`config.mk`:
```
export PLATFORM = sky130hd
export DESIGN_NAME = cpu_rst_exc_seq
export DESIGN_NICKNAME = d
export VERILOG_FILES = /design/src/rtl/rxs_pkg.sv /design/src/rtl/rxs_rst_filter.sv /design/src/rtl/rxs_cause_pick.sv /design/src/rtl/rxs_ret_addr.sv /design/src/rtl/cpu_rst_exc_seq.sv
export SDC_FILE = /design/constraint.sdc
export NUM_CORES = 1
export LEC_CHECK = 0
export ABC_CLOCK_PERIOD_IN_PS = 2300
export BUFFER_PORTS_ARGS = -buffer_cell sky130_fd_sc_hd__buf_4
export CORE_MARGIN = 1.5
export CORE_UTILIZATION = 37
export CTS_CLUSTER_DIAMETER = 80
export DETAILED_ROUTE_END_ITERATION = 12
export GPL_TIMING_DRIVEN = 0
export PLACE_DENSITY = 0.78
export SYNTH_ARGS = -nofsm -noshare
export SYNTH_HDL_FRONTEND = slang
export SYNTH_HIERARCHICAL = 1
export SYNTH_SLANG_ARGS = --single-unit
```
`constraint.sdc`:
```
create_clock -name clk -period 2.3 [get_ports clk]
set_clock_uncertainty 0.1 [all_clocks]
set_input_delay 0.23 -clock clk [delete_from_list [all_inputs] [get_ports clk]]
set_output_delay 0.23 -clock clk [all_outputs]
set_load 0.02 [all_outputs]
```
`src/rtl/rxs_pkg.sv`:
```
package rxs_pkg;

    localparam int XLEN    = 32;
    localparam int INSN_B  = 4;
    localparam int NCAUSE  = 5;
    localparam int EXC_OFS = 32'h20;

    // status register field positions
    localparam int MSR_IE  = 2;
    localparam int MSR_BIP = 4;
    localparam int MSR_ICE = 6;
    localparam int MSR_DCE = 8;
    localparam int MSR_EE  = 9;
    localparam int MSR_EIP = 10;

    // cause flag positions
    localparam int CB_ILL  = 0;
    localparam int CB_IBUS = 1;
    localparam int CB_DBUS = 2;
    localparam int CB_UNAL = 3;
    localparam int CB_DIV  = 4;

    typedef enum logic [4:0] {
        EC_NONE = 5'd0,
        EC_ILL  = 5'd1,
        EC_IBUS = 5'd2,
        EC_DBUS = 5'd3,
        EC_UNAL = 5'd4,
        EC_DIV  = 5'd5
    } exc_code_e;

    typedef struct packed {
        logic after_imm;
        logic in_dslot;
        logic br_after_imm;
    } ex_ctx_t;

    function automatic logic [XLEN-1:0] msr_reset_val(
        input bit ie, input bit bip, input bit ice,
        input bit dce, input bit ee, input bit eip);
        logic [XLEN-1:0] v;
        v          = '0;
        v[MSR_IE]  = ie;
        v[MSR_BIP] = bip;
        v[MSR_ICE] = ice;
        v[MSR_DCE] = dce;
        v[MSR_EE]  = ee;
        v[MSR_EIP] = eip;
        return v;
    endfunction

endpackage

```
`src/rtl/rxs_rst_filter.sv`:
```
module rxs_rst_filter #(
    parameter int HOLD = 16
) (
    input  logic clk,
    input  logic req_i,
    output logic act_o
);
    localparam int CW = $clog2(HOLD + 1);
    localparam logic [CW-1:0] CMAX = CW'(HOLD);

    logic [CW-1:0] cnt_q;

    always_ff @(posedge clk) begin
        if (!req_i)
            cnt_q <= '0;
        else if (cnt_q != CMAX)
            cnt_q <= cnt_q + 1'b1;
    end

    assign act_o = (cnt_q == CMAX);


    req_low_drops_chk: assert property (@(posedge clk) !req_i |=> !act_o);

endmodule

```
`src/rtl/rxs_cause_pick.sv`:
```
module rxs_cause_pick
    import rxs_pkg::*;
#(
    parameter bit HAS_DIV = 1'b1
) (
    input  logic [NCAUSE-1:0] cause_i,
    output logic              any_o,
    output exc_code_e         code_o
);
    logic [NCAUSE-1:0] en_mask;
    logic [NCAUSE-1:0] eff;

    generate
        if (HAS_DIV) begin : g_div
            assign en_mask = '1;
        end else begin : g_nodiv
            assign en_mask = ~(NCAUSE'(1) << CB_DIV);
        end
    endgenerate

    assign eff   = cause_i & en_mask;
    assign any_o = |eff;

    always_comb begin
        if (eff[CB_IBUS])      code_o = EC_IBUS;
        else if (eff[CB_ILL])  code_o = EC_ILL;
        else if (eff[CB_UNAL]) code_o = EC_UNAL;
        else if (eff[CB_DBUS]) code_o = EC_DBUS;
        else if (eff[CB_DIV])  code_o = EC_DIV;
        else                   code_o = EC_NONE;
    end

endmodule

```
`src/rtl/rxs_ret_addr.sv`:
```
module rxs_ret_addr
    import rxs_pkg::*;
(
    input  logic [XLEN-1:0] pc_i,
    input  ex_ctx_t         ctx_i,
    output logic [XLEN-1:0] ret_o
);
    localparam logic [XLEN-1:0] STEP = XLEN'(INSN_B);

    logic [XLEN-1:0] back;

    always_comb begin
        if (ctx_i.in_dslot)
            back = ctx_i.br_after_imm ? (STEP + STEP) : STEP;
        else
            back = ctx_i.after_imm ? STEP : '0;
        ret_o = pc_i - back;
    end

endmodule

```
`src/rtl/cpu_rst_exc_seq.sv`:
```
module cpu_rst_exc_seq
    import rxs_pkg::*;
#(
    parameter logic [31:0] VEC_BASE = 32'h0000_0000,
    parameter int          MIN_HOLD = 16,
    parameter bit          HAS_DIV  = 1'b1,
    parameter bit          RST_IE   = 1'b0,
    parameter bit          RST_BIP  = 1'b0,
    parameter bit          RST_ICE  = 1'b0,
    parameter bit          RST_DCE  = 1'b0,
    parameter bit          RST_EE   = 1'b1,
    parameter bit          RST_EIP  = 1'b0
) (
    input  logic        clk,
    input  logic        sys_rst_req_i,
    input  logic        dbg_rst_req_i,
    input  logic        ex_valid_i,
    input  logic [4:0]  ex_cause_i,
    input  logic [31:0] ex_pc_i,
    input  logic        ex_after_imm_i,
    input  logic        ex_in_dslot_i,
    input  logic        br_after_imm_i,
    input  logic        eip_clr_i,
    output logic        core_rst_o,
    output logic        flush_o,
    output logic        redir_vld_o,
    output logic [31:0] redir_addr_o,
    output logic        r17_we_o,
    output logic [31:0] r17_data_o,
    output logic [31:0] msr_o,
    output logic [31:0] esr_o
);
    localparam int NREQ = 2;
    localparam logic [XLEN-1:0] RST_MSR =
        msr_reset_val(RST_IE, RST_BIP, RST_ICE, RST_DCE, RST_EE, RST_EIP);
    localparam logic [XLEN-1:0] EXC_VEC = VEC_BASE + XLEN'(EXC_OFS);

    logic [NREQ-1:0] req_vec;
    logic [NREQ-1:0] act_vec;

    assign req_vec = {dbg_rst_req_i, sys_rst_req_i};

    generate
        for (genvar i = 0; i < NREQ; i++) begin : g_filt
            rxs_rst_filter #(.HOLD(MIN_HOLD)) u_filt (
                .clk   (clk),
                .req_i (req_vec[i]),
                .act_o (act_vec[i])
            );
        end
    endgenerate

    assign core_rst_o = |act_vec;

    logic      cause_any;
    exc_code_e cause_code;

    rxs_cause_pick #(.HAS_DIV(HAS_DIV)) u_pick (
        .cause_i (ex_cause_i),
        .any_o   (cause_any),
        .code_o  (cause_code)
    );

    ex_ctx_t         ctx;
    logic [XLEN-1:0] ret_addr;

    assign ctx = '{after_imm: ex_after_imm_i, in_dslot: ex_in_dslot_i,
                   br_after_imm: br_after_imm_i};

    rxs_ret_addr u_ret (
        .pc_i  (ex_pc_i),
        .ctx_i (ctx),
        .ret_o (ret_addr)
    );

    logic [XLEN-1:0] msr_q;
    logic [4:0]      esr_q;
    logic            take;

    assign take = !core_rst_o && ex_valid_i && cause_any
                  && msr_q[MSR_EE] && !msr_q[MSR_EIP];

    always_ff @(posedge clk) begin
        if (core_rst_o) begin
            msr_q <= RST_MSR;
            esr_q <= '0;
        end else if (take) begin
            msr_q[MSR_EIP] <= 1'b1;
            esr_q          <= cause_code;
        end else if (eip_clr_i) begin
            msr_q[MSR_EIP] <= 1'b0;
        end
    end

    assign flush_o      = core_rst_o || take;
    assign redir_vld_o  = flush_o;
    assign redir_addr_o = core_rst_o ? VEC_BASE : EXC_VEC;
    assign r17_we_o     = take;
    assign r17_data_o   = ret_addr;
    assign msr_o        = msr_q;
    assign esr_o        = {{(XLEN-5){1'b0}}, esr_q};


    rst_quiet_chk: assert property (@(posedge clk)
        core_rst_o |-> (flush_o && !r17_we_o));


    r17_with_vector_chk: assert property (@(posedge clk) disable iff (core_rst_o)
        r17_we_o |-> (flush_o && redir_vld_o && redir_addr_o == EXC_VEC));


    eip_mask_chk: assert property (@(posedge clk) disable iff (core_rst_o)
        msr_o[MSR_EIP] |-> !r17_we_o);


    esr_code_chk: assert property (@(posedge clk) disable iff (core_rst_o)
        r17_we_o |=> (esr_o[4:0] != 5'd0 && msr_o[MSR_EIP]));


    msr_reset_chk: assert property (@(posedge clk)
        $fell(core_rst_o) |-> (msr_o == RST_MSR && esr_o == '0));

endmodule

```
==> summary.md, run 1 <==
| Metric | Value |
|---|---|
| Status | complete, but fails checks |
| Failing checks | setup timing |
| Post-synthesis register bit count | 16 |
| Start point of the worst min-delay path | eip_clr_i |
| CTS tree | built |
| Hold-fix buffers, CTS | 0 |
| Core area | 0.00599 sq mm |
| First-pass GRT wire length | 7.79 mm |
| Worst R2R Start | g_filt[1].u_filt/cnt_q[1]$_SDFFE_PN0P_ |
| Die height | 82.2 um |
| Setup TNS | -5.04 ns |
| Netlist Area Pre-Place | 0.00232 sq mm |
| Finished Layout Cells | 539 |
| Worst VDD drop | 0.000294 V |
| Synth cell types | 44 |
| Syn_area_per_cell | 8.21 sq um |
| Part of the cycle the worst path needs | 124% |
| Starting Density | 38.8% |
| Drt drc | 0 |
| Die X | 82.2 um |
| Diode count | 0 |
| IO Count | 177 |
| Pins over their slew limit | 0 |
| Initial antenna violation count | 0 |
| FFs w/ async S/R, synth | 0% |
| Cells after synthesis | 283 |
| Clock buffer depth | 2 |
| Type of the worst setup path | input pin to output port |
| Final hold vios | 0 |
| Worst-path fanout max | 8 |
| Synth-to-layout area growth | 64.7% |
| Psw | 500 uW |
| P_int | 781 uW |
| Clock power frac | 16.0% |
| Share of cells above drive strength 1 | 53.9% |
| DR vias | 2,198 |
| Dpl cells | 531 |
| GRT Util Overall | 14.3% |
| Switching Share | 39.0% |
| Worst hold path cell count | 3 |
| Sequential fraction of design power | 26.3% |
| Buf+Inv Stages, Crit Path | 3 |
| Final antenna-violating net count | 0 |
| Setup crit end kind | output port |
| Worst path arrival time | 2.51 ns |
| Reg2Reg Setup Slack | 0.64 ns |
| Seq/Total Area, Yosys | 13.8% |
| Hold Path Sink | msr_o[10]$_SDFFE_PP0P_ |
| Total CTS buffers | 3 |
| RSZ-0062 raised after global routing | yes |
| Die area | 0.00676 sq mm |
| GR met2 Demand/Resource | 30.4% |
| Worst path cell trace | buf_6 > mux2i_1 > ha_2 > fa_2 > or4b_4 > or4_4 > buf_6 > nor3_2 > xor2_2 > buf_4 |
| DRT iter0 DRCs | 33 |
| EDFF count, synth | 0 |
| Root Buffer | clkbuf_8 |
| Max Cap Viol | 0 |
| Most common cell after layout, fill and taps aside | buf_4 |
| Post-synth top area cell | buf_4 |
| Met1 GRT Util | 13.1% |
| Clock latency on the worst-skew pair | 0.24 ns |
| R2R depth | 7 |
| Synth top area share | 30.4% |
| Type of the worst min-delay path | input pin to flip-flop |
| Most used cell, CP | buf_6 |
| Drt wl/cell | 11.0 um |
| DR pass1 iterations | 4 |
| Lkg Pwr | 0.00208 uW |
| Final Critical Period | 2.84 ns |
| IO Port Bufs | 85 |
| Cell at the slowest stage of the critical path | or4b_4 |
| Gr ovfl total | 0 |
| M3 GR Usage | 2.75% |
| CP startpoint kind | input pin |
| Top FF cell, synth | dfxtp_1 |
| Setup WS post-layout | -0.542 ns |
| Largest net degree at the start of global routing | 11 |
| Clock Sinks | 16 |
| Pwr Density | 335 mW/mm^2 |
| Post-detail-place hpwl | 4.66 mm |
| Ranking of synthesized cells by area | buf_4 (30%), dfxtp_1 (14%), xor2_1 (7.9%), nor3b_1 (3.9%), ha_1 (3.2%) |
| Vias in the first global route | 1,939 |
| Worst reg2reg endpoint | esr_q[0]$_SDFFE_PP0P_ |
| # rows | 28 |
| Family with the most delay on the worst path | simple AND/OR/NAND/NOR gates |
| Most frequent cells in the layout | buf_4 (173), conb_1 (91), buf_6 (16), dfxtp_1 (14) |
| Setup violations, final | 15 |
| Clk pin slew, worst setup/hold paths | 0.06 ns |
| CP peak stage delay | 0.48 ns |
| Worst path required time | 1.97 ns |
| Gate power share | 57.7% |
| Nets@finish | 518 |
| Total Wirelength | 5.93 mm |
| YS warnings | 6 |
| Htree depth | 1 |
| Drt via density | 4.08 |
| Max Fclk | 352 MHz |
| RePlAce Congestion | 0.702 |
| Busiest layer in global routing | met2 |
## power by group through the flow
stage / Clock, uW / Sequential [uW] / Combinational (uW)
after global routing: 224 / 342 / 791
after CTS: 214 / 337 / 721
after detailed placement: 0 / 343 / 706
final: 205 / 337 / 739
after floorplan: 0 / 369 / 458
after global placement: 0 / 342 / 696
## what timing repair did
action / CTS / global route
setup buffers: 4 / 2
pin swaps: 4 / 14
endpoints found under the setup margin: 18 / 20
gates resized for setup: 26 / 26
cloned: 0 / 1
## cells in the mapped netlist, types with 2 or more instances
library cell	count
nand3_1	3
nor3_2	3
xor2_1	21
o21ai_0	3
nor4_4	2
nor3_1	4
buf_4	94
conb_1	3
nor4bb_2	2
mux2i_1	7
nor3b_1	12
inv_1	12
nor2_1	13
nor4b_1	2
nand3b_1	2
dfxtp_1	16
or4_4	2
or4_1	4
mux2_4	5
buf_6	5
or3_1	2
and4_2	2
nor4_1	8
nand2b_1	7
nand2_1	14
or2_2	3
xnor2_1	7
ha_1	6
buf_2	2
a21oi_1	3
## tightest hold or removal path, cell delays in order
cell     delay, ns
buf_4         0.08
or2b_1        0.08
a21oi_1       0.05
## metrics by stage
| step | cell area, sq um | utilization, % | setup slack [ns] | total power [uW] | hold slack (ns) |
|---|---|---|---|---|---|
| global placement | 3480 | 58.1 | -0.590 | 1040 | 0.354 |
| detailed placement | 3480 | 58.1 | -0.600 | 1050 | 0.365 |
| floorplan | 2750 | - | -0.313 | 826 | 0.272 |
| finish | 3820 | 63.8 | -0.542 | 1280 | 0.141 |
| global route | 3820 | 63.8 | -0.631 | 1360 | 0.150 |
| CTS | 3680 | 61.4 | -0.506 | 1270 | 0.138 |
## state kept, by name, summed over array words and instances, names as in the netlist
name                 flops
esr_q                    5
g_filt.u_filt/cnt_q     10
msr_o                    1
## final cells by class
class | instances | area (sq um)
plain buffers | 100 | 777
multi-input cells | 241 | 1790
clock buffers | 3 | 41.3
well taps | 75 | 93.8
fillers | 496 | 2170
repair buffers | 92 | 757
flip-flops and latches | 16 | 323
inverters | 12 | 45.0
## worst max-delay path by stage
stage	startpoint	to	slack (ns)	cells past startpoint
floorplan	ex_in_dslot_i	r17_data_o[20]	-0.31	8
global placement	ex_in_dslot_i	r17_data_o[30]	-0.59	10
detailed placement	ex_in_dslot_i	r17_data_o[30]	-0.60	10
CTS	ex_in_dslot_i	r17_data_o[20]	-0.51	10
global route	ex_in_dslot_i	r17_data_o[28]	-0.63	10
finish	ex_in_dslot_i	r17_data_o[28]	-0.54	10
## logic make-up (layout without fill, tap and decap cells)
logic type	Yosys count	in the layout	share of synthesized area [%]
other	3	91	0.485
flip-flops	16	16	13.8
multiplexers	12	12	6.25
buffers and inverters	114	207	35.3
AO/OA/AOI/OAI	11	11	2.96
AND/OR/NAND/NOR	92	92	26.5
XOR/XNOR	28	28	10.6
adder cells (fa/ha/maj)	7	7	4.09
## metal layers
| metal | wire length, um | vias up |
|---|---|---|
| met5 | 0 | - |
| met2 | 3260 | 112 |
| met3 | 595 | 8 |
| li1 | - | 1106 |
| met4 | 89 | 0 |
| met1 | 1990 | 972 |
(Power assumes the default switching activity.)
==> inputs of run 2 (changes only) <==
CORE_ASPECT_RATIO = 0.6   (was not set)
==> summary.md, run 2 (same netlist as run 1, synthesis figures left out) <==
| Metric | Value |
|---|---|
| Die area | 0.00678 sq mm |
| Final hold vios | 0 |
| Core area | 0.00608 sq mm |
| Clk pin slew, worst setup/hold paths | 0.06 ns |
| Die X | 105 um |
| Status | complete, but fails checks |
| IO Port Bufs | 85 |
| Top reg by flops | g_filt.u_filt/cnt_q |
| Drt drc | 0 |
| Setup WS post-layout | -0.576 ns |
| RSZ-0062 raised after global routing | yes |
| GR met2 Demand/Resource | 28.3% |
| Setup crit end kind | output port |
| First-pass GRT wire length | 8.56 mm |
| Root Buffer | clkbuf_8 |
| Power, Total | 1330 uW |
| Reg2Reg Setup Slack | 0.63 ns |
| Drt via density | 3.92 |
| Setup TNS | -5.62 ns |
| Max reg flops | 10 |
| Clock Sinks | 16 |
| Clock latency on the worst-skew pair | 0.25 ns |
| # rows | 22 |
| GRT Util Overall | 15.2% |
| Tightest Pin Transition | 0.512 ns |
| IO Count | 177 |
| M3 GR Usage | 4.59% |
| Drt wl/cell | 10.9 um |
| CTS tree | built |
| Pwr Density | 345 mW/mm^2 |
| Total Wirelength | 6.04 mm |
| Met1 GRT Util | 17.5% |
| Gr ovfl total | 0 |
| Diode count | 0 |
| Part of the cycle the worst path needs | 125% |
| Worst-path fanout max | 8 |
| Type of the worst setup path | input pin to output port |
| DR vias | 2,169 |
| Starting Density | 38.2% |
| Final antenna-violating net count | 0 |
| RePlAce Congestion | 0.733 |
| Finished Layout Cells | 554 |
| Worst VDD drop | 0.000514 V |
| Synth-to-layout area growth | 65.6% |
| Htree depth | 1 |
| Total CTS buffers | 3 |
| Slew margin rel. | 65.5% |
| Busiest layer in global routing | met2 |
| DRT iter0 DRCs | 93 |
| Clock buffer depth | 2 |
| Post-detail-place hpwl | 4.65 mm |
| Type of the worst min-delay path | input pin to flip-flop |
| Pins over their slew limit | 0 |
| DR pass1 iterations | 4 |
| Nets@finish | 523 |
| Most common cell after layout, fill and taps aside | buf_4 |
| Most frequent cells in the layout | buf_4 (178), conb_1 (91), buf_6 (14), xor2_1 (13) |
| Failing checks | setup timing |
| CP startpoint kind | input pin |
| Worst path required time | 1.97 ns |
| Setup violations, final | 19 |
| Max Cap Viol | 0 |
| Dpl cells | 540 |
| Vias in the first global route | 1,903 |
| Lkg Pwr | 0.00208 uW |
| Final Critical Period | 2.88 ns |
| Largest net degree at the start of global routing | 11 |
| Share of cells above drive strength 1 | 54.5% |
| Die height | 64.4 um |
| Initial antenna violation count | 0 |
| Worst path arrival time | 2.55 ns |
| Max Fclk | 348 MHz |
-- run 2: path summary, 6_finish.rpt --
check | startpoint | endpoint | cells after the start
min | eip_clr_i | msr_o[10]$_SDFFE_PP0P_ | 3
min reg2reg | g_filt[0].u_filt/cnt_q[4]$_SDFFE_PN0P_ | g_filt[0].u_filt/cnt_q[4]$_SDFFE_PN0P_ | 2
max reg2reg | g_filt[1].u_filt/cnt_q[0]$_SDFFE_PN0P_ | esr_q[0]$_SDFFE_PP0P_ | 7
max | ex_in_dslot_i | r17_data_o[28] | 10
-- run 2: final cells by class --
cell class | instances | area [sq um]
buffer | 101 | 791
fill | 509 | 2240
multi-input combinational | 241 | 1750
clock buffer | 4 | 55.1
inverter | 12 | 45.0
tap | 84 | 105
timing repair buffer | 96 | 773
sequential | 16 | 325
-- run 2: per-layer routing --
metal	vias up	share of wire [%]
li1	1120	-
met5	-	0
met4	0	0.56
met3	6	7.2
met2	78	53
met1	965	39
-- run 2: repair_timing --
item | CTS | global route
gates cloned | 0 | 0
hold buffers | 0 | 0
pin swaps | 4 | 10
resized for setup | 21 | 31
setup endpoints to repair | 19 | 21
buffers inserted | 3 | 8
-- run 2: critical path, stage by stage --
cell and delay (ns):
buf_8 0.08, mux2i_4 0.21, ha_2 0.21, fa_2 0.20, or4b_4 0.49, or4_4 0.44, buf_12 0.17, nor3_4 0.22
xor2_2 0.17, buf_6 0.13
-- run 2: power breakdown --
group	leakage [uW]	internal, uW	switching (uW)
Clock	0.0000288	152	94.9
Sequential	0.000133	314	26.9
Combinational	0.00192	355	385
Total	0.00208	820	507
-- run 2: stage by stage --
step,setup WS (ns),cell area [sq um],utilization [%],hold slack [ns]
floorplan,-0.313,2750,-,0.272
global placement,-0.593,3490,57.4,0.352
detailed placement,-0.629,3490,57.4,0.369
CTS,-0.528,3670,60.3,0.139
global route,-0.647,3840,63.2,0.166
finish,-0.576,3840,63.2,0.144
